--- src/rtl/i2c_regslave_pkg.sv ---
package i2c_regslave_pkg;

    typedef enum logic [2:0] {
        ST_IDLE,
        ST_ADDR,
        ST_PTR,
        ST_WDATA,
        ST_ACK,
        ST_TX,
        ST_MACK,
        ST_IGNORE
    } slv_state_e;

endpackage

--- src/rtl/i2c_line_sync.sv ---
module i2c_line_sync #(
    parameter int SYNC_STAGES = 2
) (
    input  logic clk,
    input  logic rst_n,
    input  logic scl_i,
    input  logic sda_i,
    output logic scl_s,
    output logic sda_s,
    output logic scl_rise,
    output logic scl_fall,
    output logic start_det,
    output logic stop_det
);

    logic [SYNC_STAGES-1:0] scl_chain;
    logic [SYNC_STAGES-1:0] sda_chain;
    logic                   scl_prev;
    logic                   sda_prev;

    always_ff @(posedge clk or negedge rst_n) begin
        if (!rst_n) begin
            scl_chain <= '1;
            sda_chain <= '1;
            scl_prev  <= 1'b1;
            sda_prev  <= 1'b1;
        end else begin
            scl_chain <= {scl_chain[SYNC_STAGES-2:0], scl_i};
            sda_chain <= {sda_chain[SYNC_STAGES-2:0], sda_i};
            scl_prev  <= scl_chain[SYNC_STAGES-1];
            sda_prev  <= sda_chain[SYNC_STAGES-1];
        end
    end

    assign scl_s     = scl_chain[SYNC_STAGES-1];
    assign sda_s     = sda_chain[SYNC_STAGES-1];
    assign scl_rise  = scl_s & ~scl_prev;
    assign scl_fall  = ~scl_s & scl_prev;
    assign start_det = scl_s & scl_prev & sda_prev & ~sda_s;
    assign stop_det  = scl_s & scl_prev & ~sda_prev & sda_s;

endmodule

--- src/rtl/i2c_regbank.sv ---
module i2c_regbank #(
    parameter int REG_COUNT = 16,
    parameter int PTR_W     = 4
) (
    input  logic             clk,
    input  logic             rst_n,
    input  logic             we,
    input  logic [PTR_W-1:0] widx,
    input  logic [7:0]       wdat,
    input  logic [PTR_W-1:0] ridx,
    output logic [7:0]       rdat
);

    logic [7:0] mem [REG_COUNT];

    always_ff @(posedge clk or negedge rst_n) begin
        if (!rst_n) begin
            for (int i = 0; i < REG_COUNT; i++) begin
                mem[i] <= 8'h00;
            end
        end else if (we) begin
            mem[widx] <= wdat;
        end
    end

    assign rdat = mem[ridx];

endmodule

--- src/rtl/i2c_regslave.sv ---
module i2c_regslave
    import i2c_regslave_pkg::*;
#(
    parameter logic [6:0] DEV_ADDR    = 7'b1100100,
    parameter int         REG_COUNT   = 16,
    parameter int         SYNC_STAGES = 2,
    localparam int        PTR_W       = $clog2(REG_COUNT)
) (
    input  logic             clk,
    input  logic             rst_n,
    input  logic             scl_i,
    input  logic             sda_i,
    output logic             sda_oe,
    output logic             wr_stb,
    output logic [PTR_W-1:0] wr_idx,
    output logic [7:0]       wr_data
);

    localparam logic [2:0] LAST_BIT = 3'd7;

    logic scl_s, sda_s, scl_rise, scl_fall, start_det, stop_det;

    i2c_line_sync #(.SYNC_STAGES(SYNC_STAGES)) u_sync (
        .clk       (clk),
        .rst_n     (rst_n),
        .scl_i     (scl_i),
        .sda_i     (sda_i),
        .scl_s     (scl_s),
        .sda_s     (sda_s),
        .scl_rise  (scl_rise),
        .scl_fall  (scl_fall),
        .start_det (start_det),
        .stop_det  (stop_det)
    );

    slv_state_e       state, state_n, after_ack;
    logic [2:0]       bit_cnt;
    logic [7:0]       shreg;
    logic [7:0]       txreg;
    logic [PTR_W-1:0] ptr;
    logic [PTR_W-1:0] ptr_inc;
    logic [PTR_W-1:0] rd_idx;
    logic [7:0]       rd_dat;
    logic [7:0]       rx_byte;
    logic             first_wr;
    logic             mack_ok;
    logic             byte_done;

    assign ptr_inc   = ptr + 1'b1;
    assign rx_byte   = {shreg[6:0], sda_s};
    assign byte_done = scl_rise && (bit_cnt == LAST_BIT);
    assign rd_idx    = (state == ST_MACK) ? ptr_inc : ptr;

    i2c_regbank #(.REG_COUNT(REG_COUNT), .PTR_W(PTR_W)) u_bank (
        .clk   (clk),
        .rst_n (rst_n),
        .we    (wr_stb),
        .widx  (wr_idx),
        .wdat  (wr_data),
        .ridx  (rd_idx),
        .rdat  (rd_dat)
    );

    // state register
    always_ff @(posedge clk or negedge rst_n) begin
        if (!rst_n) state <= ST_IDLE;
        else        state <= state_n;
    end

    // next-state logic
    always_comb begin
        state_n = state;
        if (stop_det) begin
            state_n = ST_IDLE;
        end else if (start_det) begin
            state_n = ST_ADDR;
        end else begin
            unique case (state)
                ST_IDLE:   state_n = ST_IDLE;
                ST_ADDR:   if (byte_done)
                               state_n = (rx_byte[7:1] == DEV_ADDR) ? ST_ACK : ST_IGNORE;
                ST_PTR,
                ST_WDATA:  if (byte_done) state_n = ST_ACK;
                ST_ACK:    if (scl_fall && sda_oe) state_n = after_ack;
                ST_TX:     if (scl_fall && bit_cnt == LAST_BIT) state_n = ST_MACK;
                ST_MACK:   if (scl_fall) state_n = mack_ok ? ST_TX : ST_IGNORE;
                ST_IGNORE: state_n = ST_IGNORE;
                default:   state_n = ST_IDLE;
            endcase
        end
    end

    // outputs and datapath
    always_ff @(posedge clk or negedge rst_n) begin
        if (!rst_n) begin
            sda_oe    <= 1'b0;
            wr_stb    <= 1'b0;
            wr_idx    <= '0;
            wr_data   <= '0;
            bit_cnt   <= '0;
            shreg     <= '0;
            txreg     <= '0;
            ptr       <= '0;
            first_wr  <= 1'b0;
            mack_ok   <= 1'b0;
            after_ack <= ST_IDLE;
        end else begin
            wr_stb <= 1'b0;
            if (stop_det) begin
                sda_oe  <= 1'b0;
                bit_cnt <= '0;
            end else if (start_det) begin
                sda_oe   <= 1'b0;
                bit_cnt  <= '0;
                first_wr <= 1'b1;
            end else begin
                unique case (state)
                    ST_ADDR, ST_PTR, ST_WDATA: begin
                        if (scl_rise) begin
                            shreg   <= rx_byte;
                            bit_cnt <= bit_cnt + 1'b1;
                        end
                        if (byte_done) begin
                            if (state == ST_ADDR) begin
                                after_ack <= rx_byte[0] ? ST_TX : ST_PTR;
                            end else if (state == ST_PTR) begin
                                ptr       <= rx_byte[PTR_W-1:0];
                                first_wr  <= 1'b1;
                                after_ack <= ST_WDATA;
                            end else begin
                                wr_stb    <= 1'b1;
                                wr_idx    <= first_wr ? ptr : ptr_inc;
                                ptr       <= first_wr ? ptr : ptr_inc;
                                wr_data   <= rx_byte;
                                first_wr  <= 1'b0;
                                after_ack <= ST_WDATA;
                            end
                        end
                    end
                    ST_ACK: begin
                        if (scl_fall) begin
                            if (!sda_oe) begin
                                sda_oe <= 1'b1;
                            end else begin
                                bit_cnt <= '0;
                                if (after_ack == ST_TX) begin
                                    txreg  <= rd_dat;
                                    sda_oe <= ~rd_dat[7];
                                end else begin
                                    sda_oe <= 1'b0;
                                end
                            end
                        end
                    end
                    ST_TX: begin
                        if (scl_fall) begin
                            if (bit_cnt == LAST_BIT) begin
                                sda_oe  <= 1'b0;
                                bit_cnt <= '0;
                            end else begin
                                bit_cnt <= bit_cnt + 1'b1;
                                txreg   <= {txreg[6:0], 1'b0};
                                sda_oe  <= ~txreg[6];
                            end
                        end
                    end
                    ST_MACK: begin
                        if (scl_rise) mack_ok <= ~sda_s;
                        if (scl_fall && mack_ok) begin
                            ptr     <= ptr_inc;
                            txreg   <= rd_dat;
                            sda_oe  <= ~rd_dat[7];
                            bit_cnt <= '0;
                        end
                    end
                    ST_IDLE, ST_IGNORE: sda_oe <= 1'b0;
                    default:            sda_oe <= 1'b0;
                endcase
            end
        end
    end

    // the drive enable is raised only right after a sampled SCL fall
    a_r10_drive_after_fall: assert property (@(posedge clk) disable iff (!rst_n)
        (sda_oe && !$past(sda_oe)) |-> $past(scl_fall));

    // STOP returns to idle with the line released
    a_r2_stop_idle: assert property (@(posedge clk) disable iff (!rst_n)
        stop_det |=> (state == ST_IDLE && !sda_oe));

    // START restarts address reception
    a_r2_start_addr: assert property (@(posedge clk) disable iff (!rst_n)
        (start_det && !stop_det) |=> (state == ST_ADDR && !sda_oe));

    // a foreign address never drives the bus nor writes
    a_r4_ignore_quiet: assert property (@(posedge clk) disable iff (!rst_n)
        (state == ST_IGNORE) |-> (!sda_oe && !wr_stb));

    // SDA is free while the master acknowledges
    a_r8_mack_release: assert property (@(posedge clk) disable iff (!rst_n)
        (state == ST_MACK) |-> !sda_oe);

    // each write strobe lasts a single clock
    a_r6_strobe_pulse: assert property (@(posedge clk) disable iff (!rst_n)
        wr_stb |=> !wr_stb);

endmodule

--- config.mk ---
export PLATFORM = sky130hd
export DESIGN_NAME = i2c_regslave
export DESIGN_NICKNAME = d
export VERILOG_FILES = /design/src/rtl/i2c_regslave_pkg.sv /design/src/rtl/i2c_line_sync.sv /design/src/rtl/i2c_regbank.sv /design/src/rtl/i2c_regslave.sv
export SDC_FILE = /design/constraint.sdc
export NUM_CORES = 1
export LEC_CHECK = 0
export ABC_AREA = 1
export CAP_MARGIN = 30
export CORE_AREA = 4 4 160 162
export CTS_CLUSTER_DIAMETER = 100
export CTS_CLUSTER_SIZE = 16
export DETAILED_ROUTE_END_ITERATION = 10
export DIE_AREA = 0 0 164 166
export DONT_BUFFER_PORTS = 1
export PLACE_DENSITY = 0.55
export RECOVER_POWER = 100
export SETUP_SLACK_MARGIN = 0.15
export SLEW_MARGIN = 40
export SYNTH_ARGS = -nofsm -noshare
export SYNTH_HDL_FRONTEND = slang
export SYNTH_SLANG_ARGS = --single-unit
--- constraint.sdc ---
create_clock -name clk -period 2.6 [get_ports clk]
set_clock_uncertainty 0.15 [all_clocks]
set_input_delay 0.13 -clock clk [delete_from_list [all_inputs] [get_ports clk]]
set_output_delay 0.13 -clock clk [all_outputs]
set_load 0.01 [all_outputs]
==> results of run 1 <==
-- kinds of logic (layout without fill, tap and decap cells) --
family,Yosys count,after routing,share of synthesized area
simple gates,386,386,0.1971
compound gates,283,283,0.1858
buf+inv,143,140,0.07754
fa+ha+maj,3,3,0.004500
xor+xnor,3,3,0.003150
flops,177,177,0.5319
-- report_power, final --
group / total [mW] / internal (mW) / leakage (nW) / switching, mW
clock network: 2.57 / 1.30 / 0.290 / 1.27
registers: 3.07 / 2.92 / 2.42 / 0.157
logic: 1.95 / 0.658 / 1.22 / 1.29
total: 7.59 / 4.87 / 3.93 / 2.72
-- sequential cells by signal (all words and copies together) (netlist names), 3 cells and up --
signal	flops
wr_data	8
ptr	4
txreg	7
u_bank.mem	128
state	3
shreg	7
bit_cnt	3
after_ack	3
wr_idx	4
-- worst max-delay path, cell delays in order, from the launching register on --
cell and delay, ns:
dfrtp_2 0.49, nand3_4 0.23, nand2_8 0.11, nand2_4 0.22, buf_6 0.35, a21oi_1 0.10
o21ai_0 0.09, o211ai_1 0.11, nand3_1 0.13, nand3_1 0.07, nand2_1 0.07, nand2_1 0.04
-- what timing repair did --
action                                  in CTS  in global routing
hold endpoints to repair                   179                177
gates resized for setup                      0                  5
endpoints found under the setup margin       0                 13
-- cells in the mapped netlist (all sizes together) --
master and n:
dfrtp 171, o41ai 1, dfstp 6, o22a 1, nand2 245, a211oi 1
xor2 1, nand3 65, clkinv 1, inv 89, a31oi 1, ha 3
nand4 5, o22ai 1, o21a 1, a21oi 27, nand3b 6, xnor2 2
o221a 1, o2111ai 1, o211a 1, nor2 57, clkbuf 29, buf 24
nor3 8, o21ai 220, o211ai 21, o21bai 1, o221ai 5
-- routing by layer --
layer / up-vias / wire [µm] / GRT usage
met5: - / 0 / 0
met2: 117 / 9781 / 0.2540
met3: 21 / 977 / 0.04443
li1: 3270 / - / -
met1: 3244 / 10340 / 0.2334
met4: 0 / 345 / 0.04194
-- worst max-delay path by stage --
| stage | start | end | cells past startpoint |
|---|---|---|---|
| after floorplan | ptr[0] | sda_oe | 11 |
| after global placement | state[1] | sda_oe | 11 |
| after detailed placement | state[2] | txreg[5] | 10 |
| after CTS | state[2] | sda_oe | 11 |
| after global routing | state[2] | txreg[2] | 11 |
| final | state[2] | txreg[1] | 11 |
-- through the flow --
stage          cells  utilization
6_report        1316       0.3813
5_1_grt         1316       0.3813
4_1_cts         1316       0.3824
3_5_place_dp    1282       0.3572
3_3_place_gp    1282       0.3572
2_1_floorplan    995            -
-- area by class of cell --
class | count | area [µm²]
fillers | 2539 | 14910
flip-flops and latches | 177 | 4439
multi-input cells | 675 | 3269
clock buffers | 17 | 425.4
well taps | 324 | 405.4
inverters | 90 | 341.6
clock inverters | 15 | 161.4
repair buffers | 18 | 150.1
==> results.json, run 1 <==
{
  "place_hpwl_mm": 14.23,
  "final_cell_area_mm2": 0.009193,
  "dr.first_iter.drc_count": 532,
  "start_kind": "register",
  "maxCapViolations": 0,
  "vdd_drop_max_mv": 0.5315,
  "r2r_setup_slack_ns": 0.27,
  "fmax_mhz": 429.6,
  "synth.area.top_cells": "dfrtp_1 (51%), o21ai_0 (12%), nand2_1 (11%)",
  "drive_gt1_frac": 0.07258,
  "fin_setup_tns_ns": 0,
  "failed_checks": "negative hold slack",
  "status": "complete, but fails checks",
  "area_growth_pct": 10.20,
  "power.leakage_nw": 3.934,
  "avgSynthCellArea_um2": 8.384,
  "postCtsHoldBufs": 2,
  "cp_max_fo": 45,
  "synth_cell_type_count": 45,
  "grt_pass1_vias": 6584,
  "dieHeight_um": 166,
  "antenna_found_initial": 0,
  "dr.pass1.iters": 5,
  "setup_viol": 0,
  "yosys_warnings": 0,
  "vias_per_cell": 5.055,
  "io_buffers": 0,
  "synth_seq_area_share": 0.5319,
  "synth_seq_cells": 177,
  "overflow": 0,
  "ios": 18,
  "fin_crit_ns": 2.328,
  "grt_max_degree": 178,
  "cts_made_buffers": 17,
  "finalCritPeriodShare": 0.8954,
  "syn_nets": 1002,
  "dpl_cell_area_mm2": 0.008611,
  "fin_nets": 986,
  "p_total_mw": 7.590,
  "critPathArrivalTime_ns": 2.52,
  "slew_headroom": 0.5055,
  "final_hold_viol_count": 177,
  "holdWs_ns": -0.7686,
  "powerDensity_mw_per_mm2": 825.7,
  "die_x_um": 164,
  "vias": 6652,
  "cts_tree": "built",
  "syn_inst": 995,
  "tightest_slew_ns": 0.7417,
  "criticalPathCategory": "reg2reg",
  "drcViolationCount": 0,
  "antennaDiodeCount": 0,
  "clockBufferDepth": 2,
  "hp-class": "in2async",
  "setup_slack_ns": 0.2721,
  "layout_common_cells": "nand2_1 (242), o21ai_0 (206), dfrtp_1 (169)",
  "grt_setup_unrepaired": "yes",
  "postRouteAntennaNets": 0,
  "core_area_mm2": 0.02411,
  "grt_first_pass_wirelength_mm": 35.79,
  "layout_commonest_cell": "nand2_1",
  "reg2reg_depth": 11,
  "critPathRequiredTime_ns": 2.79,
  "h-tree-depth": 4,
  "end_kind": "register",
  "synth_area_mm2": 0.008342,
  "finalMaxSlewViolations": 0,
  "place_congestion": 0.8462,
  "row_count": 57,
  "grt_use_total": 0.1655,
  "drt_wl_total_mm": 21.45,
  "clkLatencyLatePin_ns": 0.45,
  "netlist.area_leader.share": 0.5130,
  "dp_slack_ns": 0.2978,
  "root_buffer": "clkbuf_16",
  "r2r_end": "txreg[1]",
  "detail_route.wl_per_cell_um": 16.30,
  "postCtsSetupBuffers": 0,
  "path_clk_slew_ns": 0.07,
  "yosys.area.top_type": "dfrtp_1",
  "r2r-start": "state[2]",
  "start_util": 0.3461,
  "cts_num_sinks": 177,
  "fp.dieArea_mm2": 0.02722
}
No activity file was read; power rests on OpenSTA's default activity.
==> run 2: changes to the inputs <==
--- a/config.mk
+++ b/config.mk
@@ -7,13 +7,13 @@
 export LEC_CHECK = 0
 export ABC_AREA = 1
 export CAP_MARGIN = 30
-export CORE_AREA = 4 4 160 162
+export CORE_AREA = 4 4 172 174
 export CTS_CLUSTER_DIAMETER = 100
 export CTS_CLUSTER_SIZE = 16
 export DETAILED_ROUTE_END_ITERATION = 10
-export DIE_AREA = 0 0 164 166
+export DIE_AREA = 0 0 176 178
 export DONT_BUFFER_PORTS = 1
-export PLACE_DENSITY = 0.55
+export PLACE_DENSITY = 0.5
 export RECOVER_POWER = 100
 export SETUP_SLACK_MARGIN = 0.15
 export SLEW_MARGIN = 40
==> run 2 against run 1 <==
Compared with the run above: the flow still finishes with violations (negative hold slack); global-route usage fell by 1.9 points; sequential power barely moved; critical path type unchanged; sequential share of layout area fell by 0.53 points; count of clock-buffer cells in the layout did not move; via count fell by 1.6%; register-to-register slack barely moved; die area rose by 15%; critical path depth fell by 7.
==> results.json, run 2 (synthesis results as in run 1) <==
{
  "critPathTopFamily": "simple AND/OR/NAND/NOR gates",
  "cp.buffers_inverters": 1,
  "critPathArrivalTime_ns": 2.52,
  "fin_setup_tns_ns": 0,
  "slew_headroom": 0.5005,
  "vdd_drop_max_mv": 0.4070,
  "grt_max_degree": 178,
  "failed_checks": "negative hold slack",
  "grt_use_total": 0.1465,
  "maxCapViolations": 0,
  "cts_num_sinks": 177,
  "h-tree-depth": 4,
  "cp_max_fo": 16,
  "finalMaxSlewViolations": 0,
  "path_clk_slew_ns": 0.08,
  "final_hold_viol_count": 177,
  "vias": 6548,
  "criticalPathCategory": "reg2reg",
  "layout_commonest_cell": "nand2_1",
  "place_hpwl_mm": 14.68,
  "dieHeight_um": 178,
  "power.leakage_nw": 3.957,
  "place_congestion": 0.8242,
  "holdWs_ns": -0.7624,
  "fin_nets": 991,
  "fillCellCount": 2969,
  "antennaDiodeCount": 0,
  "largest_reg_flops": 128,
  "finalCritPeriodShare": 0.8966,
  "powerDensity_mw_per_mm2": 821.6,
  "ios": 18,
  "grt_setup_unrepaired": "yes",
  "status": "complete, but fails checks",
  "antenna_found_initial": 0,
  "fp.dieArea_mm2": 0.03133,
  "start_kind": "register",
  "hp-class": "in2async",
  "overflow": 0,
  "p_total_mw": 7.636,
  "vias_per_cell": 4.762,
  "critPathRequiredTime_ns": 2.79,
  "dr.first_iter.drc_count": 511,
  "clockBufferDepth": 2,
  "biggestRegsByFlops": "u_bank.mem: 128 flops, wr_data: 8 flops",
  "grt_pass1_vias": 6321,
  "start_util": 0.3003,
  "detail_route.wl_per_cell_um": 16.04,
  "layout_common_cells": "nand2_1 (243), o21ai_0 (207), dfrtp_1 (169)",
  "row_count": 61,
  "drt_wl_total_mm": 22.05,
  "clkLatencyLatePin_ns": 0.44,
  "cts_tree": "built",
  "die_x_um": 176,
  "root_buffer": "clkbuf_16",
  "crit_path_max_incr_delay_ns": 0.60,
  "drcViolationCount": 0,
  "tightest_slew_ns": 0.7493,
  "fin_crit_ns": 2.331,
  "regMostFlops": "u_bank.mem",
  "dr.pass1.iters": 5,
  "postRouteAntennaNets": 0,
  "io_buffers": 0,
  "grt_first_pass_wirelength_mm": 36.31,
  "area_growth_pct": 11.41,
  "crit_chain": "inv_1 > nor3_1 > nand2_1 > o21ai_0",
  "core_area_mm2": 0.02778,
  "cts_made_buffers": 17,
  "end_kind": "register",
  "setup_viol": 0,
  "fmax_mhz": 429.0,
  "drive_gt1_frac": 0.07222,
  "slowest_stage": "nand2_1",
  "postCtsHoldBufs": 2
}
-- run 2: report_power, final --
part / switching [mW] / internal, mW / total [mW] / leakage (nW)
combinational: 1.32 / 0.682 / 2.01 / 1.25
sequential: 0.156 / 2.92 / 3.07 / 2.42
clock: 1.26 / 1.29 / 2.56 / 0.290
-- run 2: cell type report --
type	instances	area (µm²)	area share
Multi-Input combinational cell	675	3258	0.3506
Clock buffer	17	425.4	0.04577
Inverter	90	345.3	0.03716
Clock inverter	15	157.7	0.01696
Tap cell	378	473.0	0.05089
Timing Repair Buffer	23	195.2	0.02100
Sequential cell	177	4439	0.4777
-- run 2: repair_timing --
item,in CTS,in global routing
buffers inserted,0,2
setup endpoints to repair,0,18
gates resized for setup,0,6
hold endpoints to repair,179,177
-- run 2: final timing paths --
kind | from | end | slack [ns] | depth (start not counted)
min in group clk | scl_i | u_sync.scl_chain[0] | 0.08 | 1
max in group asynchronous | rst_n | u_bank.mem[52] | 2.78 | 0
setup reg to reg | wr_idx[0] | u_bank.mem[51] | 0.27 | 4
setup / recovery | wr_idx[0] | u_bank.mem[51] | 0.27 | 4
hold reg to reg | u_sync.sda_chain[0] | u_sync.sda_chain[1] | 0.21 | 0
hold / removal | rst_n | after_ack[2] | -0.76 | 0
-- run 2: routing by layer --
metal | track usage | vias to the layer above | share of wire
li1 | - | 3286 | -
met1 | 0.2087 | 3128 | 0.49
met2 | 0.2294 | 118 | 0.45
met3 | 0.03179 | 16 | 0.046
met4 | 0.03509 | 0 | 0.011
met5 | 0 | - | 0
-- run 2: per-stage QoR --
step,area (µm²),utilization,setup WS [ns],instances
after floorplan,8342,-,0.6062,995
after global placement,8713,0.3136,0.2779,1339
after detailed placement,8713,0.3136,0.2425,1339
after CTS,9316,0.3353,0.2094,1373
after global routing,9294,0.3345,0.06138,1375
final,9294,0.3345,0.2689,1375
==> run 3: changes to the inputs <==
--- a/config.mk
+++ b/config.mk
@@ -7,15 +7,15 @@
 export LEC_CHECK = 0
 export ABC_AREA = 1
 export CAP_MARGIN = 30
-export CORE_AREA = 4 4 172 174
+export CORE_AREA = 4 4 142 144
 export CTS_CLUSTER_DIAMETER = 100
 export CTS_CLUSTER_SIZE = 16
 export DETAILED_ROUTE_END_ITERATION = 10
-export DIE_AREA = 0 0 176 178
+export DIE_AREA = 0 0 146 148
 export DONT_BUFFER_PORTS = 1
-export PLACE_DENSITY = 0.5
+export PLACE_DENSITY = 0.66
 export RECOVER_POWER = 100
-export SETUP_SLACK_MARGIN = 0.15
+export SETUP_SLACK_MARGIN = 0.4
 export SLEW_MARGIN = 40
 export SYNTH_ARGS = -nofsm -noshare
 export SYNTH_HDL_FRONTEND = slang
==> run 3 against run 2 <==
Compared with the run above: the flow still finishes with violations (negative hold slack); sequential power barely moved; total power rose by 6.3%; worst hold slack got worse by 0.0051 ns; first-iteration DRC count rose by 32%; worst setup slack improved by 0.061 ns; flip-flop and latch count did not move; sequential share of layout area fell by 0.97 points.
==> results.json, run 3 (synthesis results as in run 1) <==
{
  "maxCapViolations": 0,
  "use_met1": 0.2969,
  "cts_num_sinks": 177,
  "drive_gt1_frac": 0.1046,
  "grt_use_total": 0.2000,
  "setup_viol": 0,
  "overflow": 0,
  "clkLatencyLatePin_ns": 0.44,
  "area_growth_pct": 13.78,
  "dieHeight_um": 148,
  "root_buffer": "clkbuf_16",
  "dr.pass1.iters": 5,
  "dr.first_iter.drc_count": 673,
  "critPathArrivalTime_ns": 2.49,
  "reg2reg_depth": 7,
  "vdd_drop_max_mv": 0.5385,
  "critPathTopFamily": "simple AND/OR/NAND/NOR gates",
  "tightest_slew_ns": 0.8028,
  "clockBufferDepth": 2,
  "cts_tree": "built",
  "critPathRequiredTime_ns": 2.82,
  "row_count": 50,
  "fin_nets": 1007,
  "regMostFlops": "u_bank.mem",
  "largest_reg_flops": 128,
  "grt_pass1_vias": 6228,
  "finalMaxSlewViolations": 0,
  "slowest_stage": "dfrtp_2",
  "place_inst": 1189,
  "postCtsHoldBufs": 2,
  "slew_headroom": 0.4648,
  "cp.buffers_inverters": 2,
  "r2r_end": "after_ack[2]",
  "cp.depth": 7,
  "cts_made_buffers": 17,
  "vias": 6995,
  "met3_usage": 0.04200,
  "finalCritPeriodShare": 0.8730,
  "fin_crit_ns": 2.270,
  "cp_common_cell": "nand2_1",
  "fin_util": 0.5074,
  "start_kind": "register",
  "postRouteAntennaNets": 0,
  "fillCellCount": 1734,
  "cp_max_fo": 14,
  "criticalPathCategory": "reg2reg",
  "final_cells": 1247,
  "holdWs_ns": -0.7675,
  "drt_wl_total_mm": 22.42,
  "core_area_mm2": 0.01871,
  "grt_first_pass_wirelength_mm": 34.40,
  "place_hpwl_mm": 13.61,
  "status": "complete, but fails checks",
  "grt-busiest-layer": "met2",
  "r2r-start": "state[2]",
  "power.leakage_nw": 4.105,
  "die_x_um": 146,
  "fin_setup_tns_ns": 0,
  "drcViolationCount": 0,
  "powerDensity_mw_per_mm2": 855.3,
  "p_total_mw": 8.118,
  "io_buffers": 0,
  "fp.dieArea_mm2": 0.02161,
  "seqCellArea_mm2": 0.004442,
  "vias_per_cell": 5.609,
  "h-tree-depth": 4,
  "path_clk_slew_ns": 0.07,
  "layout_commonest_cell": "nand2_1",
  "layout_common_cells": "nand2_1 (241), o21ai_0 (195), dfrtp_1 (167)",
  "end_kind": "register",
  "detail_route.wl_per_cell_um": 17.98,
  "place_congestion": 0.8533,
  "biggestRegsByFlops": "u_bank.mem: 128 flops, wr_data: 8 flops",
  "antenna_found_initial": 0,
  "grt_max_degree": 178,
  "crit_path_max_incr_delay_ns": 0.49,
  "final_hold_viol_count": 177,
  "fmax_mhz": 440.6,
  "failed_checks": "negative hold slack",
  "ios": 18,
  "start_util": 0.4460,
  "multi_input_area_mm2": 0.003344,
  "grt_use_met2": 0.2991,
  "r2r_setup_slack_ns": 0.33,
  "hp-class": "in2async",
  "grt_setup_unrepaired": "yes",
  "antennaDiodeCount": 0,
  "crit_chain": "inv_1 > nand2_1 > nor2_1 > clkbuf_1 > nand2_1 > nor3_1 > o21bai_1"
}
[run 3: per-layer routing]
metal	part of all wire	routed length [µm]
met1	0.46	10220
met2	0.46	10350
met3	0.065	1468
met4	0.017	383
met5	0	0
[run 3: area by class of cell]
cell class                 count  share of cell area
multi-input combinational    676              0.3524
tap                          234             0.03085
clock inverter                14             0.01503
timing repair buffer          38             0.05115
sequential                   177              0.4680
inverter                      90             0.03744
clock buffer                  18             0.04521
[run 3: worst max path at each step]
| stage | end | slack (ns) | start |
|---|---|---|---|
| finish | after_ack[2] | 0.33 | state[2] |
| global route | after_ack[2] | 0.14 | state[1] |
| CTS | txreg[4] | 0.40 | state[0] |
| detailed placement | txreg[4] | 0.22 | state[1] |
| global placement | txreg[4] | 0.27 | state[1] |
| floorplan | sda_oe | 0.61 | ptr[0] |
[run 3: per-stage QoR]
step | setup slack (ns) | hold slack [ns] | instance area (µm²)
2_1_floorplan | 0.6062 | -0.3156 | 8342
3_3_place_gp | 0.2709 | -0.3064 | 8476
3_5_place_dp | 0.2185 | -0.3071 | 8476
4_1_cts | 0.3958 | -0.7794 | 9138
5_1_grt | 0.1444 | -0.7878 | 9492
6_report | 0.3301 | -0.7675 | 9492
[run 3: report_power, final]
| part | switching [mW] | internal, mW | total [mW] |
|---|---|---|---|
| combinational | 1.50 | 0.979 | 2.48 |
| sequential | 0.175 | 2.92 | 3.10 |
| clock | 1.19 | 1.35 | 2.55 |
| total | 2.86 | 5.25 | 8.12 |
[run 3: timing repair]
action,CTS,global route
hold endpoints to repair,179,177
setup buffers,3,11
gates cloned,1,9
pin swaps,1,17
resized for setup,6,35
setup endpoints to repair,8,74
